## src/rtl/cfgport_pkg.sv

```systemverilog
package cfgport_pkg;
   localparam logic [7:0] KEY_BYTE    = 8'h87;
   localparam logic [7:0] EXIT_BYTE   = 8'hAA;
   localparam logic [7:0] REG_LDN     = 8'h07;
   localparam logic [7:0] REG_ID      = 8'h20;
   localparam logic [7:0] REG_REV     = 8'h21;
   localparam logic [7:0] REG_STRAP   = 8'h26;
   localparam logic [7:0] REG_ACT     = 8'h30;
   localparam logic [7:0] LOCKED_READ = 8'hFF;

   typedef enum logic [1:0] {
      KS_IDLE = 2'd0,
      KS_HALF = 2'd1,
      KS_OPEN = 2'd2
   } key_state_e;
endpackage

```

## src/rtl/cfgport_key.sv

```systemverilog
module cfgport_key
   import cfgport_pkg::*;
(
   input  logic       clk,
   input  logic       rst_n,
   input  logic       idx_wr,
   input  logic [7:0] wdata,
   output logic       unlocked
);
   key_state_e state_q, state_d;

   always_comb begin
      state_d = state_q;
      case (state_q)
         KS_IDLE: if (idx_wr && wdata == KEY_BYTE) state_d = KS_HALF;
         KS_HALF: if (idx_wr) state_d = (wdata == KEY_BYTE) ? KS_OPEN : KS_IDLE;
         KS_OPEN: if (idx_wr && wdata == EXIT_BYTE) state_d = KS_IDLE;
         default: state_d = KS_IDLE;
      endcase
   end

   always_ff @(posedge clk or negedge rst_n) begin
      if (!rst_n) state_q <= KS_IDLE;
      else        state_q <= state_d;
   end

   assign unlocked = (state_q == KS_OPEN);


   unlock_needs_key_chk: assert property (@(posedge clk) disable iff (!rst_n)
      $rose(unlocked) |-> $past(idx_wr && wdata == KEY_BYTE));


   exit_locks_chk: assert property (@(posedge clk) disable iff (!rst_n)
      (unlocked && idx_wr && wdata == EXIT_BYTE) |=> !unlocked);
endmodule

```

## src/rtl/cfgport_actbank.sv

```systemverilog
module cfgport_actbank #(
   parameter int NUM_LD = 10
) (
   input  logic              clk,
   input  logic              rst_n,
   input  logic              wr_en,
   input  logic [7:0]        sel,
   input  logic              wbit,
   output logic [NUM_LD-1:0] active,
   output logic              rd_bit
);
   for (genvar i = 0; i < NUM_LD; i++) begin : g_ld
      logic bit_q;
      always_ff @(posedge clk or negedge rst_n) begin
         if (!rst_n)                         bit_q <= 1'b0;
         else if (wr_en && sel == 8'(i))     bit_q <= wbit;
      end
      assign active[i] = bit_q;
   end

   always_comb begin
      rd_bit = 1'b0;
      for (int i = 0; i < NUM_LD; i++)
         if (sel == 8'(i)) rd_bit = active[i];
   end


   act_write_only_chk: assert property (@(posedge clk) disable iff (!rst_n)
      !$stable(active) |-> $past(wr_en));
endmodule

```

## src/rtl/cfgport_regfile.sv

```systemverilog
module cfgport_regfile
   import cfgport_pkg::*;
#(
   parameter logic [7:0] DEV_ID  = 8'hA0,
   parameter logic [7:0] DEV_REV = 8'h01
) (
   input  logic       clk,
   input  logic       rst_n,
   input  logic       unlocked,
   input  logic       idx_wr,
   input  logic       data_wr,
   input  logic [7:0] wdata,
   input  logic       base_sel,
   input  logic       act_rd_bit,
   output logic [7:0] index_q,
   output logic [7:0] ldn_q,
   output logic       act_wr,
   output logic       ext_sel,
   output logic [7:0] rd_val
);
   always_ff @(posedge clk or negedge rst_n) begin
      if (!rst_n) begin
         index_q <= 8'h00;
         ldn_q   <= 8'h00;
      end else begin
         if (unlocked && idx_wr && wdata != EXIT_BYTE) index_q <= wdata;
         if (unlocked && data_wr && index_q == REG_LDN) ldn_q <= wdata;
      end
   end

   assign act_wr  = unlocked && data_wr && (index_q == REG_ACT);
   assign ext_sel = (index_q > REG_ACT);

   always_comb begin
      case (index_q)
         REG_LDN:   rd_val = ldn_q;
         REG_ID:    rd_val = DEV_ID;
         REG_REV:   rd_val = DEV_REV;
         REG_STRAP: rd_val = {1'b0, base_sel, 6'b0};
         REG_ACT:   rd_val = {7'b0, act_rd_bit};
         default:   rd_val = 8'h00;
      endcase
   end


   idx_hold_locked_chk: assert property (@(posedge clk) disable iff (!rst_n)
      !unlocked |=> $stable(index_q));


   ldn_write_only_chk: assert property (@(posedge clk) disable iff (!rst_n)
      !$stable(ldn_q) |-> $past(unlocked && data_wr && index_q == REG_LDN));
endmodule

```

## src/rtl/cfgport.sv

```systemverilog
module cfgport
   import cfgport_pkg::*;
#(
   parameter int              ADDR_W  = 16,
   parameter logic [ADDR_W-1:0] BASE_LO = 'h2E,
   parameter logic [ADDR_W-1:0] BASE_HI = 'h4E,
   parameter logic [7:0]      DEV_ID  = 8'hA0,
   parameter logic [7:0]      DEV_REV = 8'h01,
   parameter int              NUM_LD  = 10
) (
   input  logic              clk,
   input  logic              rst_n,
   input  logic              base_sel,
   input  logic [ADDR_W-1:0] io_addr,
   input  logic              io_wr,
   input  logic              io_rd,
   input  logic [7:0]        io_wdata,
   output logic [7:0]        io_rdata,
   output logic [7:0]        ld_num,
   output logic [7:0]        ld_idx,
   output logic [7:0]        ld_wdata,
   output logic              ld_wr,
   output logic              ld_rd,
   input  logic [7:0]        ld_rdata,
   output logic [NUM_LD-1:0] ld_active
);
   if (NUM_LD < 1 || NUM_LD > 256) begin : g_bad_num_ld
      $error("cfgport: NUM_LD must lie in 1..256");
   end
   if (ADDR_W < 8) begin : g_bad_addr_w
      $error("cfgport: ADDR_W must be at least 8");
   end
   if (BASE_LO[0] || BASE_HI[0]) begin : g_bad_base
      $error("cfgport: base addresses must be even");
   end

   logic [ADDR_W-1:0] idx_addr, data_addr;
   logic              hit_idx, hit_data, idx_wr, data_wr, data_rd;
   logic              unlocked, act_wr, act_rd_bit, ext_sel;
   logic [7:0]        index_q, ldn_q, rd_val;

   assign idx_addr  = base_sel ? BASE_HI : BASE_LO;
   assign data_addr = idx_addr + ADDR_W'(1);
   assign hit_idx   = (io_addr == idx_addr);
   assign hit_data  = (io_addr == data_addr);
   assign idx_wr    = io_wr && hit_idx;
   assign data_wr   = io_wr && hit_data;
   assign data_rd   = io_rd && hit_data;

   cfgport_key u_key (
      .clk      (clk),
      .rst_n    (rst_n),
      .idx_wr   (idx_wr),
      .wdata    (io_wdata),
      .unlocked (unlocked)
   );

   cfgport_regfile #(.DEV_ID(DEV_ID), .DEV_REV(DEV_REV)) u_regs (
      .clk        (clk),
      .rst_n      (rst_n),
      .unlocked   (unlocked),
      .idx_wr     (idx_wr),
      .data_wr    (data_wr),
      .wdata      (io_wdata),
      .base_sel   (base_sel),
      .act_rd_bit (act_rd_bit),
      .index_q    (index_q),
      .ldn_q      (ldn_q),
      .act_wr     (act_wr),
      .ext_sel    (ext_sel),
      .rd_val     (rd_val)
   );

   cfgport_actbank #(.NUM_LD(NUM_LD)) u_act (
      .clk    (clk),
      .rst_n  (rst_n),
      .wr_en  (act_wr),
      .sel    (ldn_q),
      .wbit   (io_wdata[0]),
      .active (ld_active),
      .rd_bit (act_rd_bit)
   );

   assign ld_num   = ldn_q;
   assign ld_idx   = index_q;
   assign ld_wdata = io_wdata;
   assign ld_wr    = unlocked && data_wr && ext_sel;
   assign ld_rd    = unlocked && data_rd && ext_sel;

   always_comb begin
      io_rdata = 8'h00;
      if (io_rd && hit_idx)
         io_rdata = unlocked ? index_q : LOCKED_READ;
      else if (data_rd)
         io_rdata = !unlocked ? LOCKED_READ : (ext_sel ? ld_rdata : rd_val);
   end


   strobe_index_stable_chk: assert property (@(posedge clk) disable iff (!rst_n)
      (ld_wr || ld_rd) |=> $stable(ld_idx));


   no_strobe_after_lock_chk: assert property (@(posedge clk) disable iff (!rst_n)
      (unlocked && idx_wr && io_wdata == EXIT_BYTE) |=> !(ld_wr || ld_rd));
endmodule

```

## config.mk

```make
export PLATFORM = sky130hd
export DESIGN_NAME = cfgport
export DESIGN_NICKNAME = d
export VERILOG_FILES = /design/src/rtl/cfgport_pkg.sv /design/src/rtl/cfgport_key.sv /design/src/rtl/cfgport_actbank.sv /design/src/rtl/cfgport_regfile.sv /design/src/rtl/cfgport.sv
export SDC_FILE = /design/constraint.sdc
export NUM_CORES = 1
export LEC_CHECK = 0
export ABC_CLOCK_PERIOD_IN_PS = 2600
export BUFFER_PORTS_ARGS = -buffer_cell sky130_fd_sc_hd__clkbuf_2
export CAP_MARGIN = 5
export CORE_ASPECT_RATIO = 0.75
export CORE_MARGIN = 4
export CORE_UTILIZATION = 48
export CTS_CLUSTER_DIAMETER = 80
export DETAILED_ROUTE_END_ITERATION = 8
export HOLD_SLACK_MARGIN = 0.1
export PLACE_DENSITY = 0.89
export SLEW_MARGIN = 20
export SYNTH_ARGS = -nofsm -noshare
export SYNTH_HDL_FRONTEND = slang
export SYNTH_SLANG_ARGS = --single-unit
```

## constraint.sdc

```tcl
create_clock -name clk -period 2.6 [get_ports clk]
set_clock_uncertainty 0.2 [all_clocks]
set_input_delay 0.26 -clock clk [delete_from_list [all_inputs] [get_ports clk]]
set_output_delay 0.26 -clock clk [all_outputs]
set_load 0.01 [all_outputs]
```

# Word level (Yosys, flattened, before mapping)

Index checks and enable logic that the tools add are counted.

Bits in registers: 28
Latch bits: 0
Bits in writable memories: 0
ROM bits: 0
Bits of input ports: 37
Output and inout port bits: 44
Logic and storage cells: 88
Memories: 0

$add $sub $neg: 1
Multipliers: 0
Div/mod/pow operators: 0
Magnitude comparators: 1
Equal/unequal tests: 24
Shifts and indexed selects: 0
Muxes and demuxes: 22
Bitwise gates (word level): 0
Reductions and logical operators: 27

Operators by type and width:

| kind                                                                             | number |
|---|---|
| 8-bit by 3-bit == test with 1-bit output (second input constant)                 | 5 |
| 8-bit 2-to-1 mux                                                                 | 5 |
| 8-bit case mux with 5 select lines                                               | 1 |
| 8-bit by 6-bit == test with 1-bit output (second input constant)                 | 4 |
| 1-bit logical AND                                                                | 24 |
| 16-bit by 7-bit == test with 1-bit output                                        | 1 |
| 16-bit by 8-bit == test with 1-bit output                                        | 1 |
| 8-bit by 2-bit == test with 1-bit output (second input constant)                 | 2 |
| 8-bit by 4-bit == test with 1-bit output (second input constant)                 | 2 |
| 8-bit == test (second input constant)                                            | 2 |
| 1-bit 2-to-1 mux                                                                 | 10 |
| 7-bit by 1-bit adder with 8-bit output (second input constant)                   | 1 |
| 8-bit by 1-bit == test with 1-bit output (second input constant)                 | 1 |
| 8-bit by 6-bit greater-than comparator with 1-bit output (second input constant) | 1 |
| 8-bit zero test                                                                  | 1 |
| 2-bit 2-to-1 mux                                                                 | 4 |
| 8-bit inequality test (second input constant)                                    | 1 |
| 7-bit 2-to-1 mux                                                                 | 1 |
| 2-bit case mux with 3 select lines                                               | 1 |
| 2-bit by 1-bit inequality test with 1-bit output (second input constant)         | 2 |
| 3-bit AND reduction                                                              | 1 |
| 2-bit by 1-bit == test with 1-bit output (second input constant)                 | 1 |
| 2-bit == test (second input constant)                                            | 1 |
| 2-bit zero test                                                                  | 1 |
| 2-bit inequality test (second input constant)                                    | 1 |

# Longest topological paths before layout

Word-level depth: 16
Mapped depth: 6

# Cells and area by module

Synthesis repeated with hierarchy kept, for this count alone.

Cell total of the unflattened synthesis: 203
Area, all modules: 2084.5 um2

By module, submodules not included:

| module          | times used | cells an instance | area each (um2) |
|---|---|---|---|
| cfgport_regfile | 1          | 66                | 817.0 |
| cfgport_actbank | 1          | 67                | 689.4 |
| cfgport         | 1          | 56                | 434.2 |
| cfgport_key     | 1          | 14                | 143.9 |

# Least setup slack after synthesis

No wires, ideal clock.

Path type: reg2out
From: register u_regs.ldn_q[6]
To: output port io_rdata[0]
Arrival: 1.989 ns
Data required time: 2.140 ns
Setup slack: 0.151 ns
Stages on the path, launching flop included: 6
Buffers on the path: 0
Cell sequence: dfrtp_1 -> or4_4 -> or4b_4 -> nor2_1 -> o221ai_2 -> a311oi_2

Longest elaborated chain between the ends: 16
Elaborated cells between the ends (all ways): 25
Classes of those cells: eq/ne: 9; mux: 15; reduce/logical: 1

Ends and longest elaborated chain:

| what                                 | RTL line              | source |
|---|---|---|
| start: declaration                   | cfgport_regfile.sv:16 | `output logic [7:0] ldn_q,` |
| start signal: assignment             | cfgport_regfile.sv:27 | `if (unlocked && data_wr && index_q == REG_LDN) ldn_q <= wdata;` |
| 8-bit zero test                      | cfgport_actbank.sv:24 | `if (sel == 8'(i)) rd_bit = active[i];` |
| 1-bit 2-to-1 mux (9 in series)       | cfgport_actbank.sv:24 |  |
| 1-bit 2-to-1 mux *                   | cfgport_actbank.sv:24 |  |
| 8-bit case mux with 5 select lines * | cfgport_regfile.sv:35 | `case (index_q)` |
| 8-bit 2-to-1 mux * (2 in series)     | cfgport.sv:95         | `io_rdata = !unlocked ? LOCKED_READ : (ext_sel ? ld_rdata : rd_val);` |
| 8-bit 2-to-1 mux *                   | cfgport.sv:94         | `else if (data_rd)` |
| 8-bit 2-to-1 mux *                   | cfgport.sv:92         | `if (io_rd && hit_idx)` |
| end: declaration                     | cfgport.sv:18         | `output logic [7:0] io_rdata,` |

Every way passes the cells marked *; elsewhere a longest branch is shown, timed or not.

# Worst setup path in the final report

Same ends and word-level chain as after synthesis.

==> results.cfg <==
[outcome]
outcome = complete, but fails checks
violations = setup timing

[critical_path]
crit_fanout = 4
cp.required_ps = 2140
cp-start-kind = flop
crit_arrival_ps = 2380
worstSetupPathType = reg2out
critPathCaptureType = primary output

[synthesis]
ys_warn_count = 0
synth_most_common_cell = dfrtp_1
synth_edf_count = 0
synth_flop_cell = dfrtp_1
synth_cells = 194
async_reset_ff_frac = 1.00
synthTopCellsByCount = dfrtp_1 (28), mux2_2 (21), buf_4 (19), nand2_1 (15), nor2_1 (15)
yosys-top-cells-area = dfrtp_1 (36%), mux2_2 (12%), buf_4 (7.3%), a221oi_1 (3.6%), mux2_1 (3.4%)
syn_nets = 231
ys_ff_latch = 28
synth_top_area_share = 0.358
synth_largest_area_cell = dfrtp_1
syn-cell-area_mm2 = 0.00196
synth_cell_type_count = 45
synth_area_per_cell_um2 = 10.1
synth-seq-area-share = 0.358

[route]
drc = 0
routed_wirelength_um = 5600
dr.pass1.iters = 4
drt_iter0_markers = 156
wl_per_cell_um = 17.3
antenna_left = 0
num_vias = 1849
viasPerCell = 5.72

[sta]
timing.fmax_ghz = 0.352
hold_ws_ps = 94.6
layout_min_cycle_time_ps = 2840
hold_viol = 0
relSlewSlack = 0.538
slew_viol_final = 0
setup_violations = 1
rsz0062_at_grt = yes
setup_ws_ps = -238
finalCritPeriodShare = 1.09
max_slew.worst_pin.slew_ps = 693

[layout]
diodes = 0
finalNetCount = 309
final_area_mm2 = 0.00250
final_cells = 323
area_delta_synth_final_pct = 27.4
utilization = 0.656
post_route_cells_drive_above_1_share = 0.506

[power]
power_leakage_uw = 0.00126
powerDensity_mw_per_mm2 = 343
ir_drop_mv = 0.318

[clock_tree]
cts_root_buffer = clkbuf_8
clock_latency_ps = 280
cts_buffers = 3
cts.clk_slew.worst_paths_ps = 100
cts_tree = done
clock-sinks = 28
cts.path.max_buffers = 2
htree_levels = 1

[global_routing]
grt_max_degree = 29
grt.total_usage = 0.218
grt_first_pass_wirelength_um = 8940
grt_overflow = 0
antenna_found_initial = 0
grt_pass1_vias = 1748

[die]
die-height_um = 63.3
coreArea_mm2 = 0.00380
ios = 81
start_util = 0.515
rows = 19
die_w_um = 81.8
dieArea_mm2 = 0.00518

[worst_hold_path]
hold_class = in2reg

[place]
gp_congestion = 0.869
portBuffers = 80
dp_slack_ps = 65.1
placed_area_mm2 = 0.00234
hpwl_um = 4380
dp_cells = 313

[run]
maxCapViolCount = 0
[layout make-up]
| class | instances | area, um2 |
|---|---|---|
| flip-flops and latches | 28 | 701 |
| clock buffers | 3 | 41.3 |
| inverters | 2 | 7.51 |
| fillers | 299 | 1310 |
| multi-input cells | 139 | 1100 |
| clock inverters | 1 | 30.0 |
| repair buffers | 98 | 551 |
| well taps | 52 | 65.1 |
[critical path: stages (launching register included)]
cell and delay [ps]:
dfrtp_1 390, or4_4 560, or4b_4 520, nor2_2 140, o221ai_2 110, a311oi_2 210, buf_2 170
[power breakdown]
part | internal, uW | switching [uW] | total, uW
clock network | 206 | 140 | 346
logic | 34.6 | 39.6 | 74.3
registers | 435 | 0.0000516 | 435
[path summary, 6_finish.rpt]
path / slack [ps] / cells after the start / from / endpoint
max: -240 / 6 / u_regs.ldn_q[6] / io_rdata[0]
min: 90 / 2 / io_wdata[3] / u_regs.index_q[3]
max reg2reg: 230 / 5 / u_regs.ldn_q[6] / u_act.g_ld[5].bit_q
min reg2reg: 240 / 1 / u_key.state_q[1] / u_key.state_q[0]
max in group asynchronous: 1410 / 2 / rst_n / u_regs.ldn_q[1]
min in group asynchronous: 350 / 2 / rst_n / u_regs.index_q[6]
[per-stage QoR]
step,total power (uW),TNS (ps)
detailed placement,511,0
global route,879,-335
floorplan,466,0
finish,855,-238
CTS,855,-242
global placement,508,0
[cell usage in the layout (no fill, tap or decap), drive strengths merged, types with 4 or more instances in the layout]
master and count:
clkbuf 82, dfrtp 28, mux2 27, nor2 16, nand2 15, nor3 13
buf 13, nor4 12, a221oi 8, dlygate4sd3 6, nand2b 5, nand3 4
[state kept, by name, indices dropped and copies added (netlist names)]
name	cells
u_regs.index_q	8
u_act.g_ld.bit_q	10
u_regs.ldn_q	8
u_key.state_q	2
[layer usage]
metal	share of wire	GRT usage	vias up
met2	0.44	0.330	96
li1	-	-	870
met5	0	0	-
met3	0.10	0.0399	7
met1	0.44	0.327	876
met4	0.0096	0.0394	0
[repair_timing]
item                                   4_1_cts  5_1_grt
gates resized for setup                      1        5
endpoints found under the hold margin       37        0
setup endpoints to repair                    8        8
pin swaps                                    0        1
hold buffers                                 6        0
setup buffers                                0        0
[logic make-up (layout without fill, tap and decap cells)]
| kind of cell | after synthesis | after routing | synth area share |
|---|---|---|---|
| mux | 29 | 29 | 0.172 |
| flops | 28 | 28 | 0.358 |
| compound gates | 19 | 19 | 0.0843 |
| simple gates | 91 | 91 | 0.294 |
| buf+inv | 27 | 104 | 0.0920 |
(Power assumes the default switching activity.)
